**src/rtl/wp_status_pkg.sv**
```systemverilog
package wp_status_pkg;
  localparam int STATUS_W = 8;
  localparam int LEVEL_W  = 2;
  localparam int BIT_PEN  = 7;
  localparam int BIT_LVL_HI = 3;
  localparam int BIT_LVL_LO = 2;

  typedef enum logic [LEVEL_W-1:0] {
    LVL_NONE    = 2'b00,
    LVL_QUARTER = 2'b01,
    LVL_HALF    = 2'b10,
    LVL_ALL     = 2'b11
  } protLevel_t;

  typedef struct packed {
    logic loadStatus;
  } ctlStrobes_t;
endpackage

```
**src/rtl/wp_status_ctrl.sv**
```systemverilog
module wp_status_ctrl
  import wp_status_pkg::*;
(
  input  logic        wpPinN,
  input  logic        welSet,
  input  logic        busy,
  input  logic        reqValid,
  input  logic        reqIsStatus,
  input  logic        wrsrCommit,
  input  logic        penQ,
  input  logic        addrLocked,
  output logic        allow,
  output ctlStrobes_t strobes
);
  logic hwLock;
  logic canWrite;
  logic statusOpen;

  always_comb begin
    hwLock     = ~wpPinN & penQ;
    canWrite   = welSet & ~busy;
    statusOpen = canWrite & ~hwLock;
    if (!reqValid) begin
      allow = 1'b0;
    end else if (reqIsStatus) begin
      allow = statusOpen;
    end else begin
      allow = canWrite & ~addrLocked;
    end
    strobes.loadStatus = wrsrCommit & statusOpen;
  end
endmodule

```
**src/rtl/wp_status_dp.sv**
```systemverilog
module wp_status_dp
  import wp_status_pkg::*;
#(
  parameter int ADDR_W = 15
) (
  input  logic                clk,
  input  logic                rstN,
  input  ctlStrobes_t         strobes,
  input  logic [STATUS_W-1:0] wrsrData,
  input  logic [ADDR_W-1:0]   reqAddr,
  input  logic                welSet,
  input  logic                busy,
  output logic                penQ,
  output logic                addrLocked,
  output logic [STATUS_W-1:0] statusByte
);
  localparam int HI_LSB = ADDR_W - 2;

  protLevel_t  levelQ;
  logic [1:0]  addrHi;

  always_ff @(posedge clk or negedge rstN) begin
    if (!rstN) begin
      penQ   <= 1'b0;
      levelQ <= LVL_NONE;
    end else if (strobes.loadStatus) begin
      penQ   <= wrsrData[BIT_PEN];
      levelQ <= protLevel_t'(wrsrData[BIT_LVL_HI:BIT_LVL_LO]);
    end
  end

  assign addrHi = reqAddr[ADDR_W-1:HI_LSB];

  always_comb begin
    unique case (levelQ)
      LVL_NONE:    addrLocked = 1'b0;
      LVL_QUARTER: addrLocked = (addrHi == 2'b11);
      LVL_HALF:    addrLocked = addrHi[1];
      default:     addrLocked = 1'b1;
    endcase
  end

  always_comb begin
    if (busy) begin
      statusByte = '1;
    end else begin
      statusByte = '0;
      statusByte[BIT_PEN] = penQ;
      statusByte[BIT_LVL_HI:BIT_LVL_LO] = levelQ;
      statusByte[1] = welSet;
    end
  end
endmodule

```
**src/rtl/wp_status_guard.sv**
```systemverilog
module wp_status_guard
  import wp_status_pkg::*;
#(
  parameter int ADDR_W = 15
) (
  input  logic              clk,
  input  logic              rstN,
  input  logic              wpPinN,
  input  logic              welSet,
  input  logic              busy,
  input  logic              reqValid,
  input  logic              reqIsStatus,
  input  logic [ADDR_W-1:0] reqAddr,
  input  logic              wrsrCommit,
  input  logic [7:0]        wrsrData,
  output logic              allow,
  output logic [7:0]        statusByte
);
  ctlStrobes_t strobes;
  logic        penQ;
  logic        addrLocked;

  wp_status_ctrl ctrl_i (
    .wpPinN(wpPinN), .welSet(welSet), .busy(busy), .reqValid(reqValid),
    .reqIsStatus(reqIsStatus), .wrsrCommit(wrsrCommit), .penQ(penQ),
    .addrLocked(addrLocked), .allow(allow), .strobes(strobes)
  );

  wp_status_dp #(.ADDR_W(ADDR_W)) dp_i (
    .clk(clk), .rstN(rstN), .strobes(strobes), .wrsrData(wrsrData),
    .reqAddr(reqAddr), .welSet(welSet), .busy(busy), .penQ(penQ),
    .addrLocked(addrLocked), .statusByte(statusByte)
  );
endmodule

```
**config.mk**
```make
export PLATFORM = sky130hd
export DESIGN_NAME = wp_status_guard
export DESIGN_NICKNAME = d
export VERILOG_FILES = /design/src/rtl/wp_status_pkg.sv /design/src/rtl/wp_status_ctrl.sv /design/src/rtl/wp_status_dp.sv /design/src/rtl/wp_status_guard.sv
export SDC_FILE = /design/constraint.sdc
export NUM_CORES = 1
export LEC_CHECK = 0
export BUFFER_PORTS_ARGS = -buffer_cell sky130_fd_sc_hd__buf_2
export CAP_MARGIN = 40
export CORE_AREA = 3 3 40 42
export CTS_BUF_LIST = sky130_fd_sc_hd__clkbuf_8
export DETAILED_ROUTE_END_ITERATION = 8
export DIE_AREA = 0 0 43 45
export PLACE_DENSITY_LB_ADDON = 0.1
export SYNTH_ARGS = -nofsm -noshare
export SYNTH_HDL_FRONTEND = slang
export SYNTH_SLANG_ARGS = --single-unit
export TNS_END_PERCENT = 5
```
**constraint.sdc**
```tcl
create_clock -name clk -period 1.5 [get_ports clk]
set_input_delay 0.075 -clock clk [delete_from_list [all_inputs] [get_ports clk]]
set_output_delay 0.075 -clock clk [all_outputs]
set_load 0.02 [all_outputs]
```
# After elaboration in Yosys (flattened, before gate mapping)
# Cells that the tools add are included.
# totals
reg_bits	3
in_bits	31
out_inout_bits	9
wordCells	19
# classes
n_eq_ne	3
n_mux	4
n_bitwise	9
reduce_logical	1
# ops
operator	count
2-to-1 mux 8 bit	1
AND 1 bit	5
equality test 2 bit, second input constant	2
inverter 1 bit	4
one-hot mux 1 bit (3 select lines)	1
equality test 2 x 1 -> 1 bit, second input constant	1
zero test 2 bit	1
2-to-1 mux 1 bit	2

# Logic depth before layout (Yosys ltp)
# Gate-level depths: netlist of the first run.
# depth
word_depth	6
mapped_depth	3
mapped_depth_nobuf	3

# Modules after synthesis
# From an unflattened synthesis of the first run, not the netlist that was laid out.
# unflattened
cells_unflattened	24
hier_area_um2	226.5
# by_module_without_submodules
module	n_inst	cells_each	area_each_um2	seq_area_each_um2
wp_status_dp	1	17	177.7	75.1
wp_status_ctrl	1	7	48.8	0.0

# Worst setup path before layout of the first run
# OpenSTA, ideal clock, no wires.
# synth_timing
path_type	register to register
startpoint	reg dp_i.penQ
endpoint	reg dp_i.levelQ[0]
setup_ns	0.125
t_arrival_ns	0.883
required_ns	1.375
slack_ns	0.492
path_stages_with_launch	4
path_buffers	0
synth_period_minus_slack_ns	1.008
path_cell_list	dfrtp_1 nand2b_1 nand3_4 mux2_4
# synth_via
elab_chain_cells	4
# synth_lines
item	line_no	source
from (decl)	wp_status_dp.sv:13	output logic penQ,
from (signal assigned)	wp_status_dp.sv:27	penQ <= wrsrData[BIT_PEN];
AND 1 bit	wp_status_ctrl.sv:20	hwLock = ~wpPinN & penQ;
inverter 1 bit	wp_status_ctrl.sv:22	statusOpen = canWrite & ~hwLock;
AND 1 bit	wp_status_ctrl.sv:22	
AND 1 bit	wp_status_ctrl.sv:30	strobes.loadStatus = wrsrCommit & statusOpen;
to (signal assigned)	wp_status_dp.sv:28	levelQ <= protLevel_t'(wrsrData[BIT_LVL_HI:BIT_LVL_LO]);
to (decl)	wp_status_dp.sv:19	protLevel_t levelQ;
# Every way passes these cells.
# A chain may end at the register's enable or synchronous reset.

# Worst setup path after layout of the first run
# layout_timing
startpoint	reg dp_i.levelQ[1]
endpoint	out allow
# layout_via
elab_chain_cells	6
word_cells_on_any_way	8
classes_between	eq/ne (2); mux (3); bitwise (2); reduce/logical (1)
# layout_lines
item	line_no	source
equality test 2 bit, or another cell as far along	wp_status_dp.sv:35	unique case (levelQ)
one-hot mux 1 bit (3 select lines) (*)	wp_status_dp.sv:35	
inverter 1 bit (*)	wp_status_ctrl.sv:28	allow = canWrite & ~addrLocked;
AND 1 bit (*)	wp_status_ctrl.sv:28	
2-to-1 mux 1 bit (*)	wp_status_ctrl.sv:25	end else if (reqIsStatus) begin
2-to-1 mux 1 bit (*)	wp_status_ctrl.sv:23	if (!reqValid) begin
to (decl)	wp_status_guard.sv:16	output logic allow,
# Mark *: on every way between the ends. The rest lies on a longest branch, timed or not.

==> results of run 1 <==
## report_power, final
part / internal [mW] / switching [mW] / leakage [nW] / total (mW)
clock: 0.174 / 0.0523 / 0.0269 / 0.226
sequential: 0.102 / 0.0169 / 0.0355 / 0.118
combinational: 0.0672 / 0.0619 / 0.148 / 0.129
total: 0.343 / 0.131 / 0.211 / 0.474
## registers in the layout, summed over array words and instances (netlist names)
name,cells
dp_i.levelQ,2
dp_i.penQ,1
## path summary, 6_finish.rpt
| kind | slack, ns | endpoint | startpoint |
|---|---|---|---|
| max | 0.34 | allow | dp_i.levelQ[1] |
| min | 0.09 | dp_i.penQ | wrsrData[7] |
| max reg2reg | 0.44 | dp_i.levelQ[0] | dp_i.penQ |
| min reg2reg | 0.54 | dp_i.penQ | dp_i.penQ |
| max in group asynchronous | 1.20 | dp_i.levelQ[1] | rstN |
| min in group asynchronous | 0.20 | dp_i.levelQ[0] | rstN |
## through the flow
step	worst slack [ns]	hold slack [ns]	total power [mW]	instances	util
CTS	0.323	0.0886	0.488	60	0.307
detailed placement	0.426	-0.127	0.250	55	0.264
floorplan	0.492	-0.221	0.208	23	-
global placement	0.428	-0.127	0.248	55	0.264
global route	0.246	0.0900	0.505	60	0.307
finish	0.343	0.0930	0.474	60	0.307
## per-layer routing
layer	track usage	vias up
met2	0.0928	12
met1	0.0726	108
met3	0.0159	0
met4	0.0723	0
li1	-	121
met5	0	-
## worst max-delay path: cells and delay by family (launching register included)
family                 cells  cell delay [ns]
flip-flops                 1             0.39
AO/OA/AOI/OAI              2             0.25
AND/OR/NAND/NOR            1             0.07
buffers and inverters      1             0.15
## cell families after synthesis
kind of cell,synth area share
and+or+nand+nor,0.296
muxes,0.184
buffers and inverters,0.138
DFF,0.306
AOI/OAI and AO/OA,0.0765
## final cells by class
| class | count | area share |
|---|---|---|
| Clock buffer | 3 | 0.105 |
| Clock inverter | 1 | 0.00952 |
| Inverter | 1 | 0.00952 |
| Timing Repair Buffer | 22 | 0.292 |
| Tap cell | 15 | 0.0476 |
| Sequential cell | 3 | 0.190 |
| Multi-Input combinational cell | 15 | 0.346 |
## layout by cell type (no fill, tap or decap), drive strengths merged
master	Yosys	layout
a21oi	2	2
buf	4	21
clkbuf	0	3
dfrtp	3	3
dlygate4sd3	0	1
inv	1	2
mux2	3	3
nand2	1	1
nand2b	1	1
nand3	1	1
nand4	1	1
nor2b	1	1
o2111ai	1	1
or2	4	4
## repair_timing
action                                 CTS  global route
gates resized for setup                  0             0
endpoints found under the hold margin    3             0
hold buffers                             1             0
==> metrics.md, run 1 <==
| Metric | Value |
|---|---|
| Status | `finished, final reports clean` |
| Register area | `75.1 um^2` |
| Dominant synthesized flop cell | `dfrtp_1` |
| Placed Area | `between 300 and 400 um^2` |
| Worst Setup End Kind | `output pin` |
| Avg Cell Area, Syn | `between 10 and 15 um^2` |
| Nets | `77` |
| Fmax | `around 0.86 GHz` |
| RePlAce Congestion | `0.639` |
| DP HPWL | `498 um` |
| Setup Skew | `around 0.0011 ns` |
| Met2 wire length | `319 um` |
| DRC viols | `0` |
| Pleak | `0.211 nW` |
| Initial core utilization | `0.191` |
| Drt pass-1 iters | `1` |
| R2R depth | `3` |
| Pwr per Cell Area | `around 1200 nW/um^2` |
| Max Fanout on Critical Path | `4` |
| Routed Antenna Nets | `0` |
| Fin. Hold Viols | `0` |
| Sequential fraction of the synthesis area | `0.306` |
| Crit path launch type | `flop` |
| Relative slew slack | `0.887` |
| Vias in the first global route | `about 220` |
| Final instance area | `394 um^2` |
| Iter 0 DRT Violations | `0` |
| Slowest stage delay, CP | `between 0.3 and 0.4 ns` |
| GRT Overall Usage | `0.0642` |
| Vias/cell | `about 4` |
| Top Metal Used | `met3` |
| EDFF count, synth | `0` |
| Met3 routed WL | `approximately 69 um` |
| Synth Warn # | `0` |
| TritonCTS clock tree | `built` |
| Area leader, netlist | `dfrtp_1` |
| Placement Rows | `13` |
| Hold Path Stages | `2` |
| Slew @ Worst Pin | `0.170 ns` |
| Vias | `between 200 and 250` |
| Ys async rst share | `1.00` |
| Synthesized area | `roughly 250 um^2` |
| Slowest CP cell | `dfrtp_1` |
| Final-report max-slew violation count | `0` |
| Root Driver | `clkbuf_8` |
| Area grow syn2layout | `60.7%` |
| Total setup buffers inserted after CTS | `0` |
| Setup Viol. Count Final | `0` |
| Share of layout cells above drive strength 1 | `0.644` |
| Worst endpoint required time | `~1.4 ns` |
| Hold crit path type | `input pin to flop` |
| Initial antenna violation count | `0` |
| Crit path time final | `1.16 ns` |
| CTS sink count | `3` |
| Synthesized Nets | `54` |
| Die area | `slightly below 2000 um^2` |
| Pin count of the biggest net entering global routing | `10` |
| # IOs | `40` |
| Mapped Cells | `23` |
| Synth top area share | `0.306` |
| Final Cycle Share | `0.772` |
| First-pass GRT wire length | `roughly 900 um` |
| VDD IR max | `just over 0.6 mV` |
| Multi-input gate area | `~140 um^2` |
| DIE HEIGHT | `roughly 45 um` |
| Core area | `approximately 1300 um^2` |
| Metal1 wirelength | `roughly 200 um` |
| Reg clk slew, reported paths | `about 0.03 ns` |
| Total of max-cap violations | `0` |
| Post-synth cell types | `12` |
| Per-cell routed wire length | `~9.8 um` |
| Setup TNS | `0 ns` |
| IO Port Bufs | `21` |
| RSZ-0062 raised after global routing | `false` |
| Die Width | `around 43 um` |
| Fillers | `151` |
| Arr. time, crit path | `around 1.1 ns` |
| Synth Register Bits | `3` |
| Ranking of synthesized cells by area | `dfrtp_1, mux2_4, buf_4, or2_1, nand3_4` |
| Post-synth top cells | `buf_4, or2_1, dfrtp_1, mux2_4, a21oi_1` |
| CP Class | `flop to output pin` |
| Cts bufs inserted | `3` |
| Worst-skew pair later-pin latency | `0.21 ns` |
| Detailed-route wire length | `just under 600 um` |
| Cell Chain, Critical Path | `a21oi_1 -> o2111ai_1 -> nand2_1 -> buf_2` |
| H-tree levels | `1` |
| Grt total ovfl | `0` |
| N_diodes | `0` |
| Clock tree buffer depth | `2` |
Power figures use the tool's default switching activity.
==> run 2, diff against run 1 <==
Settings changed: ABC_AREA set to 1.
Clock period 1.5 ns to 1 ns, I/O delays scaled along.
==> run 2 against run 1 <==
  * The run now ends with setup timing left
  * Synthesized cell count rose by 78%
  * Synthesized area rose by 5.1%
  * Clock power rose by 51%
  * Sequential power rose by 39%
  * Utilization rose by 2.0 points
  * Die area did not move
  * Register-to-register slack got worse by 0.34 ns
  * Power rose by 48%
  * Worst hold slack got worse by 0.017 ns
  * Clock-buffer cell count did not move
==> metrics.md, run 2 <==
| Metric | Value |
|---|---|
| Core area | `1280 um^2` |
| Top reg by flops | `dp_i.levelQ` |
| Final WS setup | `-0.140 ns` |
| Pwr per Cell Area | `~1700 nW/um^2` |
| Crit path launch | `dp_i.levelQ[0]` |
| Total of max-cap violations | `0` |
| Ranking of synthesized cells by area | `dfrtp_1, nand2_1, buf_4, inv_1, nor2_1` |
| Failing checks | `setup timing` |
| Setup Skew | `approximately 0.0012 ns` |
| DP HPWL | `533 um` |
| Sequential fraction of the synthesis area | `0.291` |
| Nets | `96` |
| Routed Antenna Nets | `0` |
| Final-report max-slew violation count | `0` |
| Root Driver | `clkbuf_8` |
| Die area | `1940 um^2` |
| Fillers | `about 160` |
| Synth Warn # | `0` |
| EDFF count, synth | `0` |
| Mapped Cells | `41` |
| Vias in the first global route | `approximately 260` |
| Synthesized area | `about 260 um^2` |
| Pin count of the biggest net entering global routing | `8` |
| R2r setup slk | `around 0.10 ns` |
| Setup Viol. Count Final | `2` |
| GRT Overall Usage | `0.0783` |
| Cts bufs inserted | `3` |
| Area grow syn2layout | `63.1%` |
| Per-cell routed wire length | `about 8.3 um` |
| Post-synth cell types | `12` |
| DIE HEIGHT | `around 45 um` |
| Worst-skew pair later-pin latency | `roughly 0.21 ns` |
| Fin. Hold Viols | `0` |
| Arr. time, crit path | `1.09 ns` |
| Post-synthesis xor/xnor area fraction | `0` |
| R2r startpoint | `dp_i.penQ` |
| DP Worst Slack | `a little over 0.05 ns` |
| Met3 routed WL | `98 um` |
| Met2 wire length | `between 300 and 400 um` |
| Drt pass-1 iters | `4` |
| R2R depth | `4` |
| CTS sink count | `3` |
| Final Cycle Share | `1.14` |
| Crit path time final | `1.14 ns` |
| RePlAce Congestion | `~0.64` |
| RSZ-0062 raised after global routing | `true` |
| Hold Path Origin | `wrsrData[7]` |
| Multiplexer share of the synthesized area | `0` |
| Top Metal Used | `met3` |
| Commonest cells after routing, fill and taps aside | `buf_2, nand2_1, inv_1` |
| DRC viols | `0` |
| TritonCTS clock tree | `built` |
| Worst endpoint required time | `roughly 0.95 ns` |
| Dominant synthesized flop cell | `dfrtp_1` |
| Placed instance count | `74` |
| Pleak | `between 0.2 and 0.3 nW` |
| Synth Register Bits | `3` |
| Worst R2R End | `dp_i.levelQ[1]` |
| Area leader, netlist | `dfrtp_1` |
| Worst Setup End Kind | `output pin` |
| Finished Layout Cells | `79` |
| Slew @ Worst Pin | `between 0.1 and 0.15 ns` |
| Worst setup path endpoint | `allow` |
| N_diodes | `0` |
| Synthesized Nets | `roughly 70` |
| Slowest CP cell | `dfrtp_1` |
| Ys async rst share | `1.00` |
| Fmax | `roughly 0.88 GHz` |
| Avg Cell Area, Syn | `about 6.3 um^2` |
| Post-Synth Simple-Gate Area | `0.354` |
| Die Width | `around 43 um` |
| Hold WS | `between 0.07 and 0.08 ns` |
| Initial antenna violation count | `0` |
| Max reg flops | `2` |
| Final core occ | `0.327` |
| # IOs | `40` |
| Reg clk slew, reported paths | `about 0.03 ns` |
| Vias/cell | `roughly 3.8` |
| Crit path launch type | `flop` |
| Hold crit path type | `input pin to flop` |
| Top flop regs | `dp_i.levelQ: 2 flops, dp_i.penQ: 1 flops` |
| Placement Rows | `13` |
| Synth top area share | `0.291` |
| Detailed-route wire length | `659 um` |
| Compound-gate portion of the synthesized area | `0.0922` |
| First-pass GRT wire length | `1.10 mm` |
| Top-count cell post-synth | `nand2_1` |
| Share of layout cells above drive strength 1 | `0.484` |
| Main combinational cell family by area after synthesis | `simple AND/OR/NAND/NOR gates` |
| Post-Synth Adder-Cell Area | `0` |
| Iter 0 DRT Violations | `5` |
| Total power | `about 700 uW` |
| IO Port Bufs | `21` |
| Vias | `about 300` |
| Clock tree buffer depth | `2` |
| Relative slew slack | `0.910` |
| Grt total ovfl | `0` |
| VDD IR max | `~0.70 mV` |
| Status | `complete, but fails checks` |
| Max Fanout on Critical Path | `3` |
| Slowest stage delay, CP | `about 0.39 ns` |
| Initial core utilization | `0.201` |
| Metal1 wirelength | `~250 um` |
| Most common cell after layout, fill and taps aside | `buf_2` |
| CP Class | `flop to output pin` |
| Cell Chain, Critical Path | `nand2_1 -> inv_1 -> nor2_1 -> nand2_1 -> nand2_1 -> nand2_1 -> inv_1 -> buf_6` |
| Top cell by count, worst path | `nand2_1` |
| H-tree levels | `1` |
| Post-synth top cells | `nand2_1, inv_1, buf_4` |
## run 2: cell types whose count changed in the layout (fill, tap and decap cells not counted), moves of 2 or more
cell / change
inv_1: +7
nor2_1: +3
or2_1: -4
inv_2: +2
nand2_1: +13
mux2_4: -3
## run 2: report_power, final
part | total (mW) | switching [mW] | internal, mW
combinational | 0.197 | 0.111 | 0.0854
sequential | 0.164 | 0.0167 | 0.147
clock | 0.342 | 0.0802 | 0.261
## run 2: per-layer routing
layer  vias up  GRT usage
met1       123     0.0942
met4         0     0.0542
met2        18      0.111
met5         -          0
li1        160          -
met3         0     0.0359
## run 2: area by class of cell
cell class                 instances  area [um^2]  area share
clock buffer                       3         41.3      0.0982
clock inverter                     1         3.75     0.00893
multi-input combinational         24          115       0.274
inverter                          10         37.5      0.0893
timing repair buffer              23          129       0.307
tap                               15         18.8      0.0446
sequential                         3         75.1       0.179
## run 2: how the worst min path moves through the flow
stage	to	slack (ns)	cells past startpoint
4_1_cts	dp_i.penQ	0.08	3
2_1_floorplan	dp_i.levelQ[0]	-0.25	0
3_3_place_gp	dp_i.levelQ[0]	-0.15	1
5_1_grt	dp_i.penQ	0.11	3
3_5_place_dp	dp_i.levelQ[0]	-0.15	1
6_report	dp_i.penQ	0.08	3
## run 2: worst max-delay path, delay by kind of cell (launching register included)
| family | cells | cell delay, ns |
|---|---|---|
| and+or+nand+nor | 5 | 0.29 |
| buffers and inverters | 3 | 0.20 |
| DFF | 1 | 0.39 |
## run 2: stage by stage
step | instance area [um^2] | TNS [ns]
2_1_floorplan | 258 | 0
3_3_place_gp | 359 | 0
3_5_place_dp | 359 | 0
4_1_cts | 420 | -0.242
5_1_grt | 420 | -0.469
6_report | 420 | -0.202
## run 2: kinds of logic after synthesis
group / after synthesis
AND/OR/NAND/NOR: 20
buffers and inverters: 14
AO/OA/AOI/OAI: 4
flip-flops: 3
## run 2: what timing repair did
item	in CTS	in global routing
gates resized for setup	2	0
buffers inserted	0	0
hold endpoints to repair	3	0
pin swaps	1	0
hold buffers	1	0
setup endpoints to repair	3	5
